$ cat src/rtl/ltt_pkg.sv
package ltt_pkg;
  // Register offsets within one timer window (software decodes these)
  localparam logic [7:0] OFF_TBUF = 8'h00;
  localparam logic [7:0] OFF_IBUF = 8'h08;
  localparam logic [7:0] OFF_CTRL = 8'h20;
  localparam logic [7:0] OFF_STAT = 8'h30;
  localparam logic [7:0] OFF_EN   = 8'h34;
  localparam logic [7:0] OFF_WACK = 8'h40;

  // Control bit positions
  localparam int B_TRUN = 0;
  localparam int B_IRUN = 1;
  localparam int B_IVAL = 2;

  // Write-acknowledge bit positions
  localparam int WA_TBUF = 0;
  localparam int WA_IBUF = 1;
  localparam int WA_CTRL = 3;

  // First window sits at page 0x3 (0x300), one page per CPU
  localparam int BASE_PAGE = 3;

  function automatic int win_base(input int cpu);
    return (BASE_PAGE + cpu) * 256;
  endfunction

  // Cycles from the starting write edge to the first expiry
  function automatic longint expiry_cycles(input longint t, input longint n);
    return (t + 1) * (n + 1);
  endfunction
endpackage

$ cat src/rtl/ltt_counter.sv
module ltt_counter #(
  parameter int CNT_W = 32
) (
  input  logic             clk,
  input  logic             rst_n,
  input  logic             load,
  input  logic [CNT_W-1:0] load_val,
  input  logic             step,
  output logic [CNT_W-1:0] cnt_o,
  output logic             zero_o
);
  logic [CNT_W-1:0] cnt_q;

  always_ff @(posedge clk or negedge rst_n) begin
    if (!rst_n)    cnt_q <= '0;
    else if (load) cnt_q <= load_val;
    else if (step) cnt_q <= cnt_q - 1'b1;
  end

  assign cnt_o  = cnt_q;
  assign zero_o = (cnt_q == '0);
endmodule

$ cat src/rtl/ltt_channel.sv
module ltt_channel
  import ltt_pkg::*;
#(
  parameter int CNT_W = 32
) (
  input  logic             clk,
  input  logic             rst_n,
  input  logic             we,
  input  logic [7:0]       reg_off,
  input  logic [CNT_W-1:0] wdata,
  output logic [CNT_W-1:0] rdata,
  output logic             irq
);
  logic [CNT_W-1:0] tbuf_q, ibuf_q;
  logic [2:0]       ctrl_q;
  logic             stat_q, en_q;
  logic             wa_tb_q, wa_ib_q, wa_ct_q;

  // Named internal events
  logic wr_tb, wr_ib, wr_ct, wr_st, wr_en_r, wr_wa;
  logic tick_rise, icnt_rise, tick_uf, expire;
  logic t_zero, i_zero;
  logic [CNT_W-1:0] tcnt, icnt;

  assign wr_tb   = we && (reg_off == OFF_TBUF);
  assign wr_ib   = we && (reg_off == OFF_IBUF);
  assign wr_ct   = we && (reg_off == OFF_CTRL);
  assign wr_st   = we && (reg_off == OFF_STAT);
  assign wr_en_r = we && (reg_off == OFF_EN);
  assign wr_wa   = we && (reg_off == OFF_WACK);

  assign tick_rise = wr_ct && wdata[B_TRUN] && !ctrl_q[B_TRUN];
  assign icnt_rise = wr_ct && wdata[B_IRUN] && !ctrl_q[B_IRUN];
  assign tick_uf   = ctrl_q[B_TRUN] && t_zero;
  assign expire    = tick_uf && ctrl_q[B_IRUN] && i_zero;

  ltt_counter #(.CNT_W(CNT_W)) u_tick (
    .clk(clk), .rst_n(rst_n),
    .load(tick_rise || tick_uf), .load_val(tbuf_q),
    .step(ctrl_q[B_TRUN]),
    .cnt_o(tcnt), .zero_o(t_zero)
  );

  ltt_counter #(.CNT_W(CNT_W)) u_icnt (
    .clk(clk), .rst_n(rst_n),
    .load(icnt_rise || (expire && ctrl_q[B_IVAL])), .load_val(ibuf_q),
    .step(tick_uf && ctrl_q[B_IRUN] && !i_zero),
    .cnt_o(icnt), .zero_o(i_zero)
  );

  always_ff @(posedge clk or negedge rst_n) begin
    if (!rst_n) begin
      tbuf_q  <= '0;
      ibuf_q  <= '0;
      ctrl_q  <= '0;
      stat_q  <= 1'b0;
      en_q    <= 1'b0;
      wa_tb_q <= 1'b0;
      wa_ib_q <= 1'b0;
      wa_ct_q <= 1'b0;
    end else begin
      if (wr_tb) tbuf_q <= wdata;
      if (wr_ib) ibuf_q <= wdata;
      if (wr_en_r) en_q <= wdata[0];
      if (wr_ct) ctrl_q <= wdata[2:0];
      else if (expire && !ctrl_q[B_IVAL]) begin
        ctrl_q[B_TRUN] <= 1'b0;
        ctrl_q[B_IRUN] <= 1'b0;
      end
      if (expire) stat_q <= 1'b1;
      else if (wr_st && wdata[0]) stat_q <= 1'b0;
      if (wr_tb) wa_tb_q <= 1'b1;
      else if (wr_wa && wdata[WA_TBUF]) wa_tb_q <= 1'b0;
      if (wr_ib) wa_ib_q <= 1'b1;
      else if (wr_wa && wdata[WA_IBUF]) wa_ib_q <= 1'b0;
      if (wr_ct) wa_ct_q <= 1'b1;
      else if (wr_wa && wdata[WA_CTRL]) wa_ct_q <= 1'b0;
    end
  end

  always_comb begin
    rdata = '0;
    case (reg_off)
      OFF_TBUF: rdata = tbuf_q;
      OFF_IBUF: rdata = ibuf_q;
      OFF_CTRL: rdata[2:0] = ctrl_q;
      OFF_STAT: rdata[0] = stat_q;
      OFF_EN:   rdata[0] = en_q;
      OFF_WACK: begin
        rdata[WA_TBUF] = wa_tb_q;
        rdata[WA_IBUF] = wa_ib_q;
        rdata[WA_CTRL] = wa_ct_q;
      end
      default: rdata = '0;
    endcase
  end

  assign irq = stat_q && en_q;

  AST_TICK_RELOAD: assert property (@(posedge clk) disable iff (!rst_n)
    tick_uf |=> tcnt == $past(tbuf_q));
  AST_TICK_FROZEN: assert property (@(posedge clk) disable iff (!rst_n)
    (!ctrl_q[B_TRUN] && !tick_rise) |=> $stable(tcnt));
  AST_ICNT_FROZEN: assert property (@(posedge clk) disable iff (!rst_n)
    (!ctrl_q[B_IRUN] && !icnt_rise) |=> $stable(icnt));
  AST_EXPIRE_FLAG: assert property (@(posedge clk) disable iff (!rst_n)
    expire |=> stat_q);
  AST_ONESHOT_HALT: assert property (@(posedge clk) disable iff (!rst_n)
    (expire && !ctrl_q[B_IVAL] && !wr_ct) |=> (ctrl_q[1:0] == 2'b00));
  AST_IVAL_RELOAD: assert property (@(posedge clk) disable iff (!rst_n)
    (expire && ctrl_q[B_IVAL]) |=> icnt == $past(ibuf_q));
  AST_WACK_TBUF: assert property (@(posedge clk) disable iff (!rst_n)
    wr_tb |=> wa_tb_q);
endmodule

$ cat src/rtl/ltt_bank.sv
module ltt_bank
  import ltt_pkg::*;
#(
  parameter int NCPU   = 4,
  parameter int ADDR_W = 12,
  parameter int CNT_W  = 32
) (
  input  logic              clk,
  input  logic              rst_n,
  input  logic              wr_en,
  input  logic [ADDR_W-1:0] addr,
  input  logic [CNT_W-1:0]  wdata,
  output logic [CNT_W-1:0]  rdata,
  output logic [NCPU-1:0]   irq
);
  localparam int PAGE_W = ADDR_W - 8;

  logic [PAGE_W-1:0] page;
  logic [CNT_W-1:0]  rd_ch [NCPU];
  logic [NCPU-1:0]   hit;

  assign page = addr[ADDR_W-1:8];

  for (genvar n = 0; n < NCPU; n++) begin : g_ch
    assign hit[n] = (int'(page) == BASE_PAGE + n);

    ltt_channel #(.CNT_W(CNT_W)) u_ch (
      .clk(clk), .rst_n(rst_n),
      .we(wr_en && hit[n]),
      .reg_off(addr[7:0]),
      .wdata(wdata),
      .rdata(rd_ch[n]),
      .irq(irq[n])
    );
  end

  always_comb begin
    rdata = '0;
    for (int n = 0; n < NCPU; n++)
      if (hit[n]) rdata = rd_ch[n];
  end

  AST_ONE_WINDOW: assert property (@(posedge clk) disable iff (!rst_n)
    $onehot0(hit));
endmodule

$ cat config.mk
export PLATFORM = sky130hd
export DESIGN_NAME = ltt_bank
export DESIGN_NICKNAME = d
export VERILOG_FILES = /design/src/rtl/ltt_pkg.sv /design/src/rtl/ltt_counter.sv /design/src/rtl/ltt_channel.sv /design/src/rtl/ltt_bank.sv
export SDC_FILE = /design/constraint.sdc
export NUM_CORES = 1
export LEC_CHECK = 0
export BUFFER_PORTS_ARGS = -buffer_cell sky130_fd_sc_hd__buf_4
export CAP_MARGIN = 5
export CELL_PAD_IN_SITES_DETAIL_PLACEMENT = 0
export CELL_PAD_IN_SITES_GLOBAL_PLACEMENT = 1
export CORE_MARGIN = 3
export CORE_UTILIZATION = 53
export DETAILED_ROUTE_END_ITERATION = 7
export MAX_ROUTING_LAYER = met4
export PLACE_DENSITY_LB_ADDON = 0.1
export SYNTH_ARGS = -nofsm -noshare
export SYNTH_HDL_FRONTEND = slang
export SYNTH_SLANG_ARGS = --single-unit
$ cat constraint.sdc
create_clock -name clk -period 8.7 [get_ports clk]
set_clock_uncertainty 0.1 [all_clocks]
set_input_delay 2.175 -clock clk [delete_from_list [all_inputs] [get_ports clk]]
set_output_delay 2.175 -clock clk [all_outputs]
set_load 0.05 [all_outputs]
==> impl_metrics.yaml <==
run_status:
  status: "finished clean"
pwr:
  total_leakage_power_uw: 0.0140
  pwr-share-clk_pct: 49.7
  power.share.combinational_pct: 3.7
  cell_int_power_uw: 4240
  net-switching-power_uw: 1250
  share_seq_of_total_power_pct: 46.6
  sw_frac_of_total_pct: 22.8
  power_per_cell_area_mw_per_mm2: 168
  peakVddDrop_mv: 0.183
routing:
  wl_per_cell_um: 28.1
  met2WireLength_mm: 48.9
  top_signal_layer_used: "met4"
  remaining_drc_errors: 0
  route.antenna.remaining_nets: 0
  met3WireLength_mm: 9.02
  dr_total_vias: 26250
  detail_route.wirelength_mm: 109
  initialDrtViolationCount: 3050
  met1_length_mm: 45.6
  vias_per_cell: 6.79
  detailedRoute.firstPassIterationCount: 6
global_route:
  number_of_global_route_vias_before_repair: 24239
  gr-total-overflow: 0
  globalRouteTotalUtil_pct: 38.1
  initial_antenna_violation_count: 10
  grt_start_max_net_pins: 177
  grt_first_pass_wirelength_mm: 160
synth:
  synthesis.yosys.warnings: 0
  sequential_area_share_after_synthesis_pct: 46.4
  ys.flop_type: "dfrtp_1"
  synth_nets: 3152
  synth_enable_flop_cells: 0
  ys_ff_latch: 544
  async_flop_share_pct: 100
  synthesis.area_per_instance_um2: 9.51
  netlist-cell-type-count: 90
  synth.cell_area_mm2: 0.0294
  synthesis.instances: 3089
floorplanning:
  floorplan.io_pins: 83
  num_rows: 85
  core-area_mm2: 0.0543
  die_area_mm2: 0.0583
  chipHeight_um: 241
  die_w_um: 241
  initial_core_util_pct: 54.0
finish:
  layout.nets: 3136
  most-common-layout-cells: "544 x dfrtp_1, 282 x o21ai_0, 279 x nand2_1"
  area_growth_syn_to_layout_pct: 10.9
  post_route_cells_drive_above_1_share_pct: 17.8
  mostFrequentLayoutCell: "dfrtp_1"
sta:
  timing_hold_violations_final: 0
  timing_worst_slew_pin_value_ps: 1290
  worst_slew_margin_rel_pct: 14.2
  post-route-period-util_pct: 86.5
  final.setup.tns_ps: 0
  final-max-slew-violation-count: 0
  minimum_clock_period_ps: 7520
  hold-worst-slack_ps: 390
  finalSetupViolCount: 0
  rsz0062_at_grt: "no"
  achievable-frequency_mhz: 133
flow_run:
  max_cap_violations: 0
place:
  dp_wirelength_mm: 78.4
  gpl.final_weighted_congestion: 1.05
  buffer_ports.inserted: 82
cts:
  cts.repair.resized: 0
  number_of_buffers_created_by_cts: 59
  cts_tree: "yes"
  clock_insertion_delay_at_the_later_pin_of_the_skew_report_ps: 630
  root_buffer: "clkbuf_16"
  cts.reportedPaths.clkPinSlew_ps: 60
  clock_sink_count: 544
  postCtsSetupBuffers: 0
  cts.htree.levels: 2
  cts.path.max_buffers: 3
  cts-hold-fix-buffers: 0
min_path:
  hp-class: "reg2reg"
  hold_path_startpoint: "g_ch[3].u_ch.u_tick.cnt_o[23]$_DFFE_PN0P_"
setup_path:
  worstPathRequired_ps: 6430
  critical_path.reg2reg.startpoint: "g_ch[2].u_ch.u_tick.cnt_o[8]$_DFFE_PN0P_"
  worstPathArrival_ps: 5250
  crit_path_end_kind: "output port"
  timing.critical_path.from_type: "input port"
  criticalPathCategory: "in2out"
  crit_path_max_fo: 58
  cp-startpoint: "addr[1]"
worst max-delay path: stages:
cell	delay [ps]
buf_4	120
nor4_1	270
buf_4	190
and3_4	460
buf_4	570
a221oi_1	190
o31ai_1	900
buf_4	350
cells by family (layout without fill, tap and decap cells):
family | after synthesis | count (layout) | share of synthesized area, %
AOI/OAI and AO/OA | 879 | 879 | 18.5
xor gates and xnor gates | 76 | 76 | 2.27
adders and majority gates | 16 | 16 | 0.682
buffers and inverters | 252 | 283 | 3.61
DFF | 544 | 544 | 46.4
muxes | 262 | 262 | 10.0
other | 0 | 6 | 0
and+or+nand+nor | 1060 | 1060 | 18.6
cell type report:
type / instances / area (um2)
Sequential cell: 544 / 13600
Inverter: 52 / 195
Antenna cell: 6 / 15.0
Fill cell: 4720 / 21800
Clock buffer: 81 / 1730
Tap cell: 739 / 925
Multi-Input combinational cell: 2293 / 14700
Clock inverter: 27 / 372
Timing Repair Buffer: 123 / 968
power by group through the flow:
| stage | Combinational (uW) | Sequential [uW] | Clock, uW |
|---|---|---|---|
| global placement | 194 | 2600 | 0 |
| finish | 200 | 2560 | 2730 |
| floorplan | 60.6 | 2590 | 0 |
| detailed placement | 197 | 2600 | 0 |
| global route | 212 | 2560 | 2870 |
| CTS | 198 | 2560 | 2760 |
synthesized netlist by cell type (44+ instances only):
library cell | instances | area, um2
nor3_1 | 116 | 581
a22oi_1 | 92 | 691
nand2_1 | 279 | 1050
inv_1 | 51 | 191
nand3_1 | 104 | 521
dfrtp_1 | 544 | 13600
a21oi_1 | 243 | 1220
mux2_2 | 258 | 2910
clkbuf_1 | 149 | 559
xnor2_1 | 50 | 438
nor4_1 | 64 | 400
or3_1 | 44 | 275
o21ai_0 | 282 | 1410
nor2_1 | 213 | 800
nand4_1 | 47 | 294
a221oi_1 | 62 | 543
worst paths after layout:
| path | endpoint | slack [ps] | depth (start not counted) |
|---|---|---|---|
| setup / recovery | rdata[1] | 1180 | 8 |
| hold / removal | g_ch[3].u_ch.u_tick.cnt_o[23]$_DFFE_PN0P_ | 390 | 1 |
| setup reg to reg | g_ch[2].u_ch.u_icnt.cnt_o[5]$_DFFE_PN0P_ | 4690 | 7 |
| hold reg to reg | g_ch[3].u_ch.u_tick.cnt_o[23]$_DFFE_PN0P_ | 390 | 1 |
| max in group asynchronous | g_ch[2].u_ch.u_icnt.cnt_o[27]$_DFFE_PN0P_ | 5800 | 2 |
| min in group asynchronous | g_ch[0].u_ch.u_tick.cnt_o[0]$_DFFE_PN0P_ | 1350 | 1 |
metal layers:
metal,GRT usage [%],vias up
li1,-,11478
met1,52.3,13250
met2,57.2,1268
met3,5.66,254
met4,15.2,0
met5,-,-
sequential cells by signal, summed over array words and instances, names as in the netlist:
name / flops
g_ch.u_ch.en_q: 4
g_ch.u_ch.u_icnt.cnt_o: 128
g_ch.u_ch.u_tick.cnt_o: 128
g_ch.u_ch.wa_tb_q: 4
g_ch.u_ch.tbuf_q: 128
g_ch.u_ch.ibuf_q: 128
g_ch.u_ch.stat_q: 4
g_ch.u_ch.ctrl_q: 12
g_ch.u_ch.wa_ib_q: 4
g_ch.u_ch.wa_ct_q: 4
per-stage QoR:
step | utilization [%] | instances | setup WS [ps] | total power (uW) | area, um2
3_5_place_dp | 56.0 | 3751 | 1420 | 2800 | 30400
5_1_grt | 59.9 | 3862 | 1170 | 5630 | 32600
6_report | 59.9 | 3865 | 1180 | 5490 | 32600
4_1_cts | 59.9 | 3859 | 1390 | 5510 | 32500
2_1_floorplan | - | 3089 | 1380 | 2650 | 29400
3_3_place_gp | 56.0 | 3751 | 1430 | 2800 | 30400
No activity file was read; power rests on OpenSTA's default activity.
